$ cat config.mk
export PLATFORM = sky130hd
export DESIGN_NAME = uart_dual
export DESIGN_NICKNAME = d
export VERILOG_FILES = /design/src/rtl/uart_pkg.sv /design/src/rtl/uart_brg.sv /design/src/rtl/uart_tx.sv /design/src/rtl/uart_rx.sv /design/src/rtl/uart_chan.sv /design/src/rtl/uart_dual.sv
export SDC_FILE = /design/constraint.sdc
export NUM_CORES = 1
export LEC_CHECK = 0
export BUFFER_PORTS_ARGS = -buffer_cell sky130_fd_sc_hd__clkbuf_2
export CAP_MARGIN = 20
export CORE_UTILIZATION = 57
export DETAILED_ROUTE_END_ITERATION = 16
export PLACE_DENSITY = 0.76
export RECOVER_POWER = 100
export SYNTH_ARGS = -nofsm -noshare
export SYNTH_HDL_FRONTEND = slang
export SYNTH_SLANG_ARGS = --single-unit
$ cat constraint.sdc
create_clock -name clk -period 13.1 [get_ports clk]
set_input_delay 0.655 -clock clk [delete_from_list [all_inputs] [get_ports clk]]
set_output_delay 0.655 -clock clk [all_outputs]
set_load 0.1 [all_outputs]
$ cat src/rtl/uart_pkg.sv
package uart_pkg;
  localparam int DW    = 8;
  localparam int TC_W  = 16;
  localparam int REG_N = 16;
  localparam int PTR_W = $clog2(REG_N);
  localparam int OS_W  = 7;

  localparam logic [PTR_W-1:0] REG_IE   = 4'd1;
  localparam logic [PTR_W-1:0] REG_RXC  = 4'd3;
  localparam logic [PTR_W-1:0] REG_MODE = 4'd4;
  localparam logic [PTR_W-1:0] REG_TXC  = 4'd5;
  localparam logic [PTR_W-1:0] REG_CLK  = 4'd11;
  localparam logic [PTR_W-1:0] REG_TCL  = 4'd12;
  localparam logic [PTR_W-1:0] REG_TCH  = 4'd13;
  localparam logic [PTR_W-1:0] REG_BRG  = 4'd14;

  typedef enum logic [2:0] {S_IDLE, S_START, S_DATA, S_PAR, S_STOP} line_st_t;

  function automatic logic [2:0] os_shift(input logic [1:0] mult);
    case (mult)
      2'b10:   return 3'd5;
      2'b11:   return 3'd6;
      default: return 3'd4;
    endcase
  endfunction
endpackage

$ cat src/rtl/uart_brg.sv
module uart_brg import uart_pkg::*; (
  input  logic            clk,
  input  logic            rst_n,
  input  logic            en,
  input  logic [TC_W-1:0] tc,
  output logic            tick
);
  logic [TC_W:0] cnt_q, cnt_d;
  logic          ph_q, ph_d;
  logic [TC_W:0] reload;

  assign reload = {1'b0, tc} + 1'b1;
  assign tick   = en && (cnt_q == '0) && ph_q;

  always_comb begin
    cnt_d = cnt_q;
    ph_d  = ph_q;
    if (!en) begin
      cnt_d = reload;
      ph_d  = 1'b0;
    end else if (cnt_q == '0) begin
      cnt_d = reload;
      ph_d  = ~ph_q;
    end else begin
      cnt_d = cnt_q - 1'b1;
    end
  end

  always_ff @(posedge clk or negedge rst_n) begin
    if (!rst_n) begin
      cnt_q <= '0;
      ph_q  <= 1'b0;
    end else begin
      cnt_q <= cnt_d;
      ph_q  <= ph_d;
    end
  end
endmodule

$ cat src/rtl/uart_tx.sv
module uart_tx import uart_pkg::*; (
  input  logic          clk,
  input  logic          rst_n,
  input  logic          tick,
  input  logic [2:0]    os_log2,
  input  logic          two_stop,
  input  logic          par_en,
  input  logic          par_even,
  input  logic          start,
  input  logic [DW-1:0] data,
  output logic          take,
  output logic          txd
);
  line_st_t           st_q, st_d;
  logic [DW-1:0]      sh_q, sh_d;
  logic [2:0]         bit_q, bit_d;
  logic [OS_W-1:0]    os_q, os_d;
  logic               par_q, par_d;
  logic [OS_W-1:0]    last;

  assign last = (OS_W'(1) << os_log2) - 1'b1;

  always_comb begin
    st_d = st_q; sh_d = sh_q; bit_d = bit_q; os_d = os_q; par_d = par_q;
    take = 1'b0;
    case (st_q)
      S_START: txd = 1'b0;
      S_DATA:  txd = sh_q[0];
      S_PAR:   txd = par_q;
      default: txd = 1'b1;
    endcase
    if (st_q == S_IDLE) begin
      if (start) begin
        take  = 1'b1;
        sh_d  = data;
        par_d = par_even ? ^data : ~^data;
        os_d  = '0;
        st_d  = S_START;
      end
    end else if (tick) begin
      if (os_q != last) begin
        os_d = os_q + 1'b1;
      end else begin
        os_d = '0;
        case (st_q)
          S_START: begin st_d = S_DATA; bit_d = '0; end
          S_DATA: begin
            sh_d = sh_q >> 1;
            if (bit_q == 3'd7) begin
              st_d  = par_en ? S_PAR : S_STOP;
              bit_d = '0;
            end else begin
              bit_d = bit_q + 1'b1;
            end
          end
          S_PAR: begin st_d = S_STOP; bit_d = '0; end
          default: begin
            if (two_stop && bit_q == '0) bit_d = 3'd1;
            else                         st_d  = S_IDLE;
          end
        endcase
      end
    end
  end

  always_ff @(posedge clk or negedge rst_n) begin
    if (!rst_n) begin
      st_q <= S_IDLE; sh_q <= '0; bit_q <= '0; os_q <= '0; par_q <= 1'b0;
    end else begin
      st_q <= st_d; sh_q <= sh_d; bit_q <= bit_d; os_q <= os_d; par_q <= par_d;
    end
  end
endmodule

$ cat src/rtl/uart_rx.sv
module uart_rx import uart_pkg::*; (
  input  logic          clk,
  input  logic          rst_n,
  input  logic          tick,
  input  logic          en,
  input  logic [2:0]    os_log2,
  input  logic          par_en,
  input  logic          rxd_s,
  output logic          done,
  output logic [DW-1:0] data
);
  line_st_t        st_q, st_d;
  logic [DW-1:0]   sh_q, sh_d;
  logic [2:0]      bit_q, bit_d;
  logic [OS_W-1:0] os_q, os_d;
  logic [OS_W-1:0] full_m1, half_m1, target;

  assign full_m1 = (OS_W'(1) << os_log2) - 1'b1;
  assign half_m1 = (OS_W'(1) << (os_log2 - 3'd1)) - 1'b1;
  assign target  = (st_q == S_START) ? half_m1 : full_m1;
  assign data    = sh_q;

  always_comb begin
    st_d = st_q; sh_d = sh_q; bit_d = bit_q; os_d = os_q;
    done = 1'b0;
    if (tick) begin
      if (st_q == S_IDLE) begin
        if (!rxd_s) begin st_d = S_START; os_d = '0; end
      end else if (os_q != target) begin
        os_d = os_q + 1'b1;
      end else begin
        os_d = '0;
        case (st_q)
          S_START: begin
            st_d  = rxd_s ? S_IDLE : S_DATA;
            bit_d = '0;
          end
          S_DATA: begin
            sh_d = {rxd_s, sh_q[DW-1:1]};
            if (bit_q == 3'd7) st_d = par_en ? S_PAR : S_STOP;
            else               bit_d = bit_q + 1'b1;
          end
          S_PAR:   st_d = S_STOP;
          default: begin done = 1'b1; st_d = S_IDLE; end
        endcase
      end
    end
    if (!en) st_d = S_IDLE;
  end

  always_ff @(posedge clk or negedge rst_n) begin
    if (!rst_n) begin
      st_q <= S_IDLE; sh_q <= '0; bit_q <= '0; os_q <= '0;
    end else begin
      st_q <= st_d; sh_q <= sh_d; bit_q <= bit_d; os_q <= os_d;
    end
  end
endmodule

$ cat src/rtl/uart_chan.sv
module uart_chan import uart_pkg::*; (
  input  logic          clk,
  input  logic          rst_n,
  input  logic          sel,
  input  logic          wr,
  input  logic          rd,
  input  logic          is_data,
  input  logic [DW-1:0] wdata,
  output logic [DW-1:0] rdata,
  input  logic          rxd,
  input  logic          cts,
  input  logic          int_ack_n,
  output logic          txd,
  output logic          rts,
  output logic          dtr,
  output logic          irq
);
  logic [PTR_W-1:0] ptr_q, ptr_d;
  logic [DW-1:0]    wreg_q [REG_N];
  logic             wreg_we;
  logic             hold_full_q, hold_full_d;
  logic [DW-1:0]    hold_q, hold_d;
  logic             avail_q, avail_d;
  logic [DW-1:0]    rbuf_q, rbuf_d;
  logic             irq_q, irq_d;
  logic             cts_m, cts_s, rxd_m, rxd_s;
  logic             ctrl_wr, ctrl_rd, data_wr, data_rd;
  logic             brg_tick, tx_start, tx_take, rx_done;
  logic [DW-1:0]    rx_data, rr0;
  logic [2:0]       os_log2;
  logic             tx_clk_ok, rx_clk_ok;

  assign ctrl_wr = sel && wr && !is_data;
  assign ctrl_rd = sel && rd && !is_data;
  assign data_wr = sel && wr &&  is_data;
  assign data_rd = sel && rd &&  is_data;
  assign wreg_we = ctrl_wr && (ptr_q != '0);

  assign os_log2   = os_shift(wreg_q[REG_MODE][7:6]);
  assign tx_clk_ok = wreg_q[REG_BRG][0] && (wreg_q[REG_CLK][4:3] == 2'b10);
  assign rx_clk_ok = wreg_q[REG_BRG][0] && (wreg_q[REG_CLK][6:5] == 2'b10);
  assign tx_start  = hold_full_q && wreg_q[REG_TXC][3] && tx_clk_ok &&
                     (!wreg_q[REG_RXC][5] || cts_s);

  assign rr0   = {2'b00, cts_s, 2'b00, !hold_full_q, 1'b0, avail_q};
  assign rdata = is_data ? rbuf_q : ((ptr_q == '0) ? rr0 : wreg_q[ptr_q]);
  assign rts   = wreg_q[REG_TXC][1];
  assign dtr   = wreg_q[REG_TXC][7];
  assign irq   = irq_q;

  uart_brg u_brg (
    .clk(clk), .rst_n(rst_n), .en(wreg_q[REG_BRG][0]),
    .tc({wreg_q[REG_TCH], wreg_q[REG_TCL]}), .tick(brg_tick)
  );

  uart_tx u_tx (
    .clk(clk), .rst_n(rst_n), .tick(brg_tick && tx_clk_ok), .os_log2(os_log2),
    .two_stop(wreg_q[REG_MODE][3:2] == 2'b11), .par_en(wreg_q[REG_MODE][0]),
    .par_even(wreg_q[REG_MODE][1]), .start(tx_start), .data(hold_q),
    .take(tx_take), .txd(txd)
  );

  uart_rx u_rx (
    .clk(clk), .rst_n(rst_n), .tick(brg_tick && rx_clk_ok), .en(wreg_q[REG_RXC][0]),
    .os_log2(os_log2), .par_en(wreg_q[REG_MODE][0]), .rxd_s(rxd_s),
    .done(rx_done), .data(rx_data)
  );

  always_comb begin
    ptr_d       = ptr_q;
    hold_full_d = hold_full_q;
    hold_d      = hold_q;
    avail_d     = avail_q;
    rbuf_d      = rbuf_q;
    irq_d       = irq_q;
    if (ctrl_wr && ptr_q == '0)      ptr_d = wdata[PTR_W-1:0];
    else if (sel && (wr || rd))      ptr_d = '0;
    if (tx_take)                     hold_full_d = 1'b0;
    else if (data_wr && !hold_full_q) begin
      hold_full_d = 1'b1;
      hold_d      = wdata;
    end
    if (rx_done) begin
      avail_d = 1'b1;
      rbuf_d  = rx_data;
    end else if (data_rd) begin
      avail_d = 1'b0;
    end
    if (!int_ack_n) irq_d = 1'b0;
    else if ((rx_done && wreg_q[REG_IE][0]) || (tx_take && wreg_q[REG_IE][1]))
      irq_d = 1'b1;
  end

  always_ff @(posedge clk or negedge rst_n) begin
    if (!rst_n) begin
      ptr_q <= '0; hold_full_q <= 1'b0; hold_q <= '0; avail_q <= 1'b0;
      rbuf_q <= '0; irq_q <= 1'b0;
      cts_m <= 1'b0; cts_s <= 1'b0; rxd_m <= 1'b1; rxd_s <= 1'b1;
    end else begin
      ptr_q <= ptr_d; hold_full_q <= hold_full_d; hold_q <= hold_d;
      avail_q <= avail_d; rbuf_q <= rbuf_d; irq_q <= irq_d;
      cts_m <= cts; cts_s <= cts_m; rxd_m <= rxd; rxd_s <= rxd_m;
    end
  end

  always_ff @(posedge clk or negedge rst_n) begin
    if (!rst_n) begin
      for (int i = 0; i < REG_N; i++) wreg_q[i] <= '0;
    end else if (wreg_we) begin
      wreg_q[ptr_q] <= wdata;
    end
  end
endmodule

$ cat src/rtl/uart_dual.sv
module uart_dual import uart_pkg::*; #(
  parameter int NCH    = 2,
  parameter int ADDR_W = 1 + $clog2(NCH)
) (
  input  logic              clk,
  input  logic              rst_n,
  input  logic              cs,
  input  logic              wr,
  input  logic              rd,
  input  logic [ADDR_W-1:0] addr,
  input  logic [DW-1:0]     wdata,
  output logic [DW-1:0]     rdata,
  input  logic [NCH-1:0]    rxd,
  input  logic [NCH-1:0]    cts,
  output logic [NCH-1:0]    txd,
  output logic [NCH-1:0]    rts,
  output logic [NCH-1:0]    dtr,
  input  logic              int_ack_n,
  output logic              irq
);
  localparam int CH_W = ADDR_W - 1;

  logic              rst_q1, rst_q2;
  logic [DW-1:0]     ch_rdata [NCH];
  logic [NCH-1:0]    ch_irq;
  logic [CH_W-1:0]   ch_idx;

  always_ff @(posedge clk or negedge rst_n) begin
    if (!rst_n) begin
      rst_q1 <= 1'b0;
      rst_q2 <= 1'b0;
    end else begin
      rst_q1 <= 1'b1;
      rst_q2 <= rst_q1;
    end
  end

  assign ch_idx = addr[ADDR_W-1:1];

  for (genvar i = 0; i < NCH; i++) begin : g_ch
    uart_chan u_ch (
      .clk(clk), .rst_n(rst_q2),
      .sel(cs && (ch_idx == CH_W'(i))), .wr(wr), .rd(rd), .is_data(addr[0]),
      .wdata(wdata), .rdata(ch_rdata[i]), .rxd(rxd[i]), .cts(cts[i]),
      .int_ack_n(int_ack_n), .txd(txd[i]), .rts(rts[i]), .dtr(dtr[i]),
      .irq(ch_irq[i])
    );
  end

  assign rdata = ch_rdata[ch_idx];
  assign irq   = |ch_irq;
endmodule

==> Flow_metrics.wiki <==
{| class="wikitable"
! Metric !! Value
|-
| Final cell utilization of the core || 63.23%
|-
| H-tree Lvls || 2
|-
| Via count || 14138
|-
| Reported max-cap violation count || 7
|-
| Worst hold slack after final layout || 0.1922 ns
|-
| Post-detailed-route via-to-cell ratio || 6.300
|-
| # IOs || 35
|-
| Netlist cell types || 76
|-
| Clock latency reported for the late side of the worst-skew pair || 0.55 ns
|-
| Violations in the final reports || max-capacitance violations, max-slew violations
|-
| Post-synth ARST share || 100.0%
|-
| Final number of hold-violating endpoints || 0
|-
| Reported leakage power || 0.01033 uW
|-
| Total Power || 2913 uW
|-
| Reg-to-Reg End || g_ch[1].u_ch.u_brg.cnt_q[11]
|-
| Top post-synthesis cells by area || sky130_fd_sc_hd__dfrtp_1 50%, sky130_fd_sc_hd__mux2_2 16%, sky130_fd_sc_hd__mux4_2 4.9%, sky130_fd_sc_hd__nand2_1 2.4%, sky130_fd_sc_hd__mux2i_1 2.2%
|-
| Endpoint of the worst setup timing path || g_ch[1].u_ch.u_brg.cnt_q[11]
|-
| Antenna diode count || 0
|-
| Max clock buf depth || 3
|-
| Pin count of the biggest net entering global routing || 154
|-
| Layout cells sized above 1 || 25.07%
|-
| Max-slew violation total from the final report || 268
|-
| Total of endpoints with negative setup slack in the final report || 0
|-
| Clock tree from TritonCTS || done
|-
| Fill cell total of the finished layout || 2758
|-
| Mean instance size in the synthesized netlist || 11.87 sq um
|-
| Maximum clock rate || 159.8 MHz
|-
| Initial Utilization || 58.30%
|-
| Buffers inserted during post-CTS setup optimization || 0
|-
| Kind of start point of the critical path || flip-flop
|-
| Class of the most critical hold timing path || in2reg
|-
| Worst slew slack as a fraction of its limit || -149.7%
|-
| Cell type with the highest aggregate area in the netlist || sky130_fd_sc_hd__dfrtp_1
|-
| Number of enable-type register cells in the synthesized netlist || 0
|-
| Launch point of the worst reg-to-reg path || rst_q2
|-
| Port Buf Inserts || 34
|-
| Tmin final || 6.260 ns
|-
| Most frequently used cell type in the post-synthesis netlist || sky130_fd_sc_hd__dfrtp_1
|-
| Clock tree root buffer cell || sky130_fd_sc_hd__clkbuf_16
|-
| Summed instance area of the synthesized netlist || 20840 sq um
|-
| DRT antenna net count || 0
|-
| Pin slew with the least headroom to its limit || 3.745 ns
|-
| Remaining DRCs || 0
|-
| Height of the chip || 193.2 microns
|-
| Routed WL || 48140 microns
|-
| Start point of the critical path || rst_q2
|-
| Worst R2R Path Depth || 2
|-
| Row count || 69
|-
| All-layer global routing usage || 26.74%
|-
| Final nets || 1796
|-
| Dominant register cell in the synthesized netlist || sky130_fd_sc_hd__dfrtp_1
|-
| Core area || 35740 sq um
|-
| Min-delay src || rxd[0]
|-
| Max FO, Critical Path || 74
|-
| Drt first pass iters || 5
|-
| Die Area || 37320 sq um
|-
| Most instantiated cells after synthesis || 419 x sky130_fd_sc_hd__dfrtp_1, 297 x sky130_fd_sc_hd__mux2_2, 135 x sky130_fd_sc_hd__nand2_1, 105 x sky130_fd_sc_hd__nor2_1, 83 x sky130_fd_sc_hd__o21ai_0
|-
| TritonCTS Buffers || 44
|-
| Unrepaired setup endpoints after global routing || false
|-
| Syn Nets || 1796
|-
| Total grt overflow || 0
|-
| Critical Path Sink Type || asynchronous set/reset pin
|-
| Sequential share of the synthesized area || 50.83%
|-
| Area of all placed cells without fillers || 22600 sq um
|-
| Syn-to-layout area delta || 8.455%
|-
| Antenna violations before repair || 0
|-
| Final Wtd Congestion || 0.9239
|-
| Wire length of the first global-routing pass || 77100 microns
|-
| Power Density || 128.9 nW/um^2
|-
| CP Data Arrival Time || 6.81 ns
|-
| Starting DRC count in detailed routing || 1243
|-
| Clock sink count || 423
|-
| Number of standard cells after synthesis || 1756
|-
| Crit Path Class || reg2async
|-
| Register bit count reported by yosys || 423
|-
| CTS clk-pin slew, worst paths || 0.06 ns
|-
| Routed wire length per instance || 21.45 microns
|-
| Number of global-route vias before repair || 14092
|-
| Outcome || finished with violations
|-
| Clock skew after layout || 0.01621 ns
|-
| Final period util || 47.78%
|-
| Portion of synthesized cell area occupied by the leading cell type || 50.32%
|-
| Worst EP required || 13.65 ns
|-
| Die width || 193.2 microns
|-
| Sum of negative setup slack || 0 ns
|-
| Placed wire-length estimate after detailed placement || 32460 microns
|-
| Instance area after placement || 21300 sq um
|-
| Synth Warn # || 0
|-
| Register-to-Register Setup Slack || 6.84 ns
|-
| Largest voltage drop on the vdd net || 0.1238 mV
|}
-- through the flow --
stage / instances / worst slack (ns)
after floorplan: 1756 / 0.4444
after global placement: 2167 / 9.220
after detailed placement: 2167 / 9.211
after CTS: 2241 / 8.624
after global routing: 2244 / 5.412
final: 2244 / 6.840
-- report_power, final --
part | internal, uW | total, uW | switching [uW]
clock | 701 | 1210 | 505
sequential | 1370 | 1430 | 67.1
combinational | 122 | 274 | 152
-- cell usage in the layout (no fill, tap or decap), drive strengths merged, types with 9 or more instances in the layout --
cell / Yosys / final
nor4: 21 / 21
nor2b: 13 / 13
or3: 11 / 11
nand3: 48 / 48
dfrtp: 419 / 419
nor3: 39 / 39
mux2i: 45 / 45
xor2: 38 / 38
and3: 13 / 13
clkbuf: 68 / 103
nand4: 20 / 20
ha: 20 / 20
nand2b: 11 / 11
a21oi: 50 / 50
nor2: 105 / 105
nand2: 135 / 135
mux2: 297 / 297
or2: 10 / 10
a22oi: 12 / 12
a22o: 9 / 9
inv: 38 / 39
o21ai: 83 / 83
a221oi: 15 / 15
xnor2: 45 / 45
nor3b: 9 / 9
mux4: 45 / 45
-- layer usage --
layer / track usage (%) / part of all wire, %
met1: 38.91 / 44
met2: 40.99 / 46
met3: 4.760 / 6.7
met4: 8.444 / 2.6
met5: 0 / 0
-- cell families after synthesis --
group,share of synthesized area (%)
other cells,0.01800
simple gates,11.43
compound gates,7.440
xor+xnor,3.489
buf+inv,2.522
mux,23.08
flops,50.83
fa+ha+maj,1.201
-- repair_timing --
item | in CTS | in global routing
hold buffers | 1 | 0
gates resized for setup | 0 | 0
hold endpoints to repair | 2 | 0
endpoints found under the setup margin | 0 | 0
-- registers in the layout, indices dropped and copies added, names as in the netlist, 6 cells and up --
signal,cells
g_ch.u_ch.u_tx.sh_q,16
g_ch.u_ch.u_tx.os_q,14
g_ch.u_ch.ptr_q,8
g_ch.u_ch.wreg_q,241
g_ch.u_ch.u_rx.os_q,14
g_ch.u_ch.u_rx.st_q,6
g_ch.u_ch.rbuf_q,16
g_ch.u_ch.u_rx.bit_q,6
g_ch.u_ch.u_rx.data,16
g_ch.u_ch.u_tx.st_q,6
g_ch.u_ch.u_tx.bit_q,6
g_ch.u_ch.hold_q,16
g_ch.u_ch.u_brg.cnt_q,34
-- worst min-delay path by stage --
stage                               endpoint  depth (start not counted)
after CTS                 g_ch[1].u_ch.rxd_m                          1
after floorplan           g_ch[0].u_ch.cts_s                          0
after global routing      g_ch[1].u_ch.rxd_m                          1
final                     g_ch[0].u_ch.rxd_m                          1
after global placement    g_ch[0].u_ch.cts_s                          0
after detailed placement  g_ch[0].u_ch.cts_s                          0
-- area by class of cell --
type	instances	area [sq um]	area share, %
Sequential cell	423	10590	46.87
Multi-Input combinational cell	1201	9662	42.76
Clock buffer	61	1246	5.515
Tap cell	461	576.8	2.552
Timing Repair Buffer	48	252.7	1.118
Inverter	38	142.6	0.6312
Clock inverter	12	125.1	0.5537
-- critical path: stages (launching register included) --
cell and delay [ns]:
sky130_fd_sc_hd__dfrtp_1 2.37, sky130_fd_sc_hd__clkbuf_1 2.77, sky130_fd_sc_hd__buf_4 1.05
Note: power is estimated with default switching activity, not from simulation.
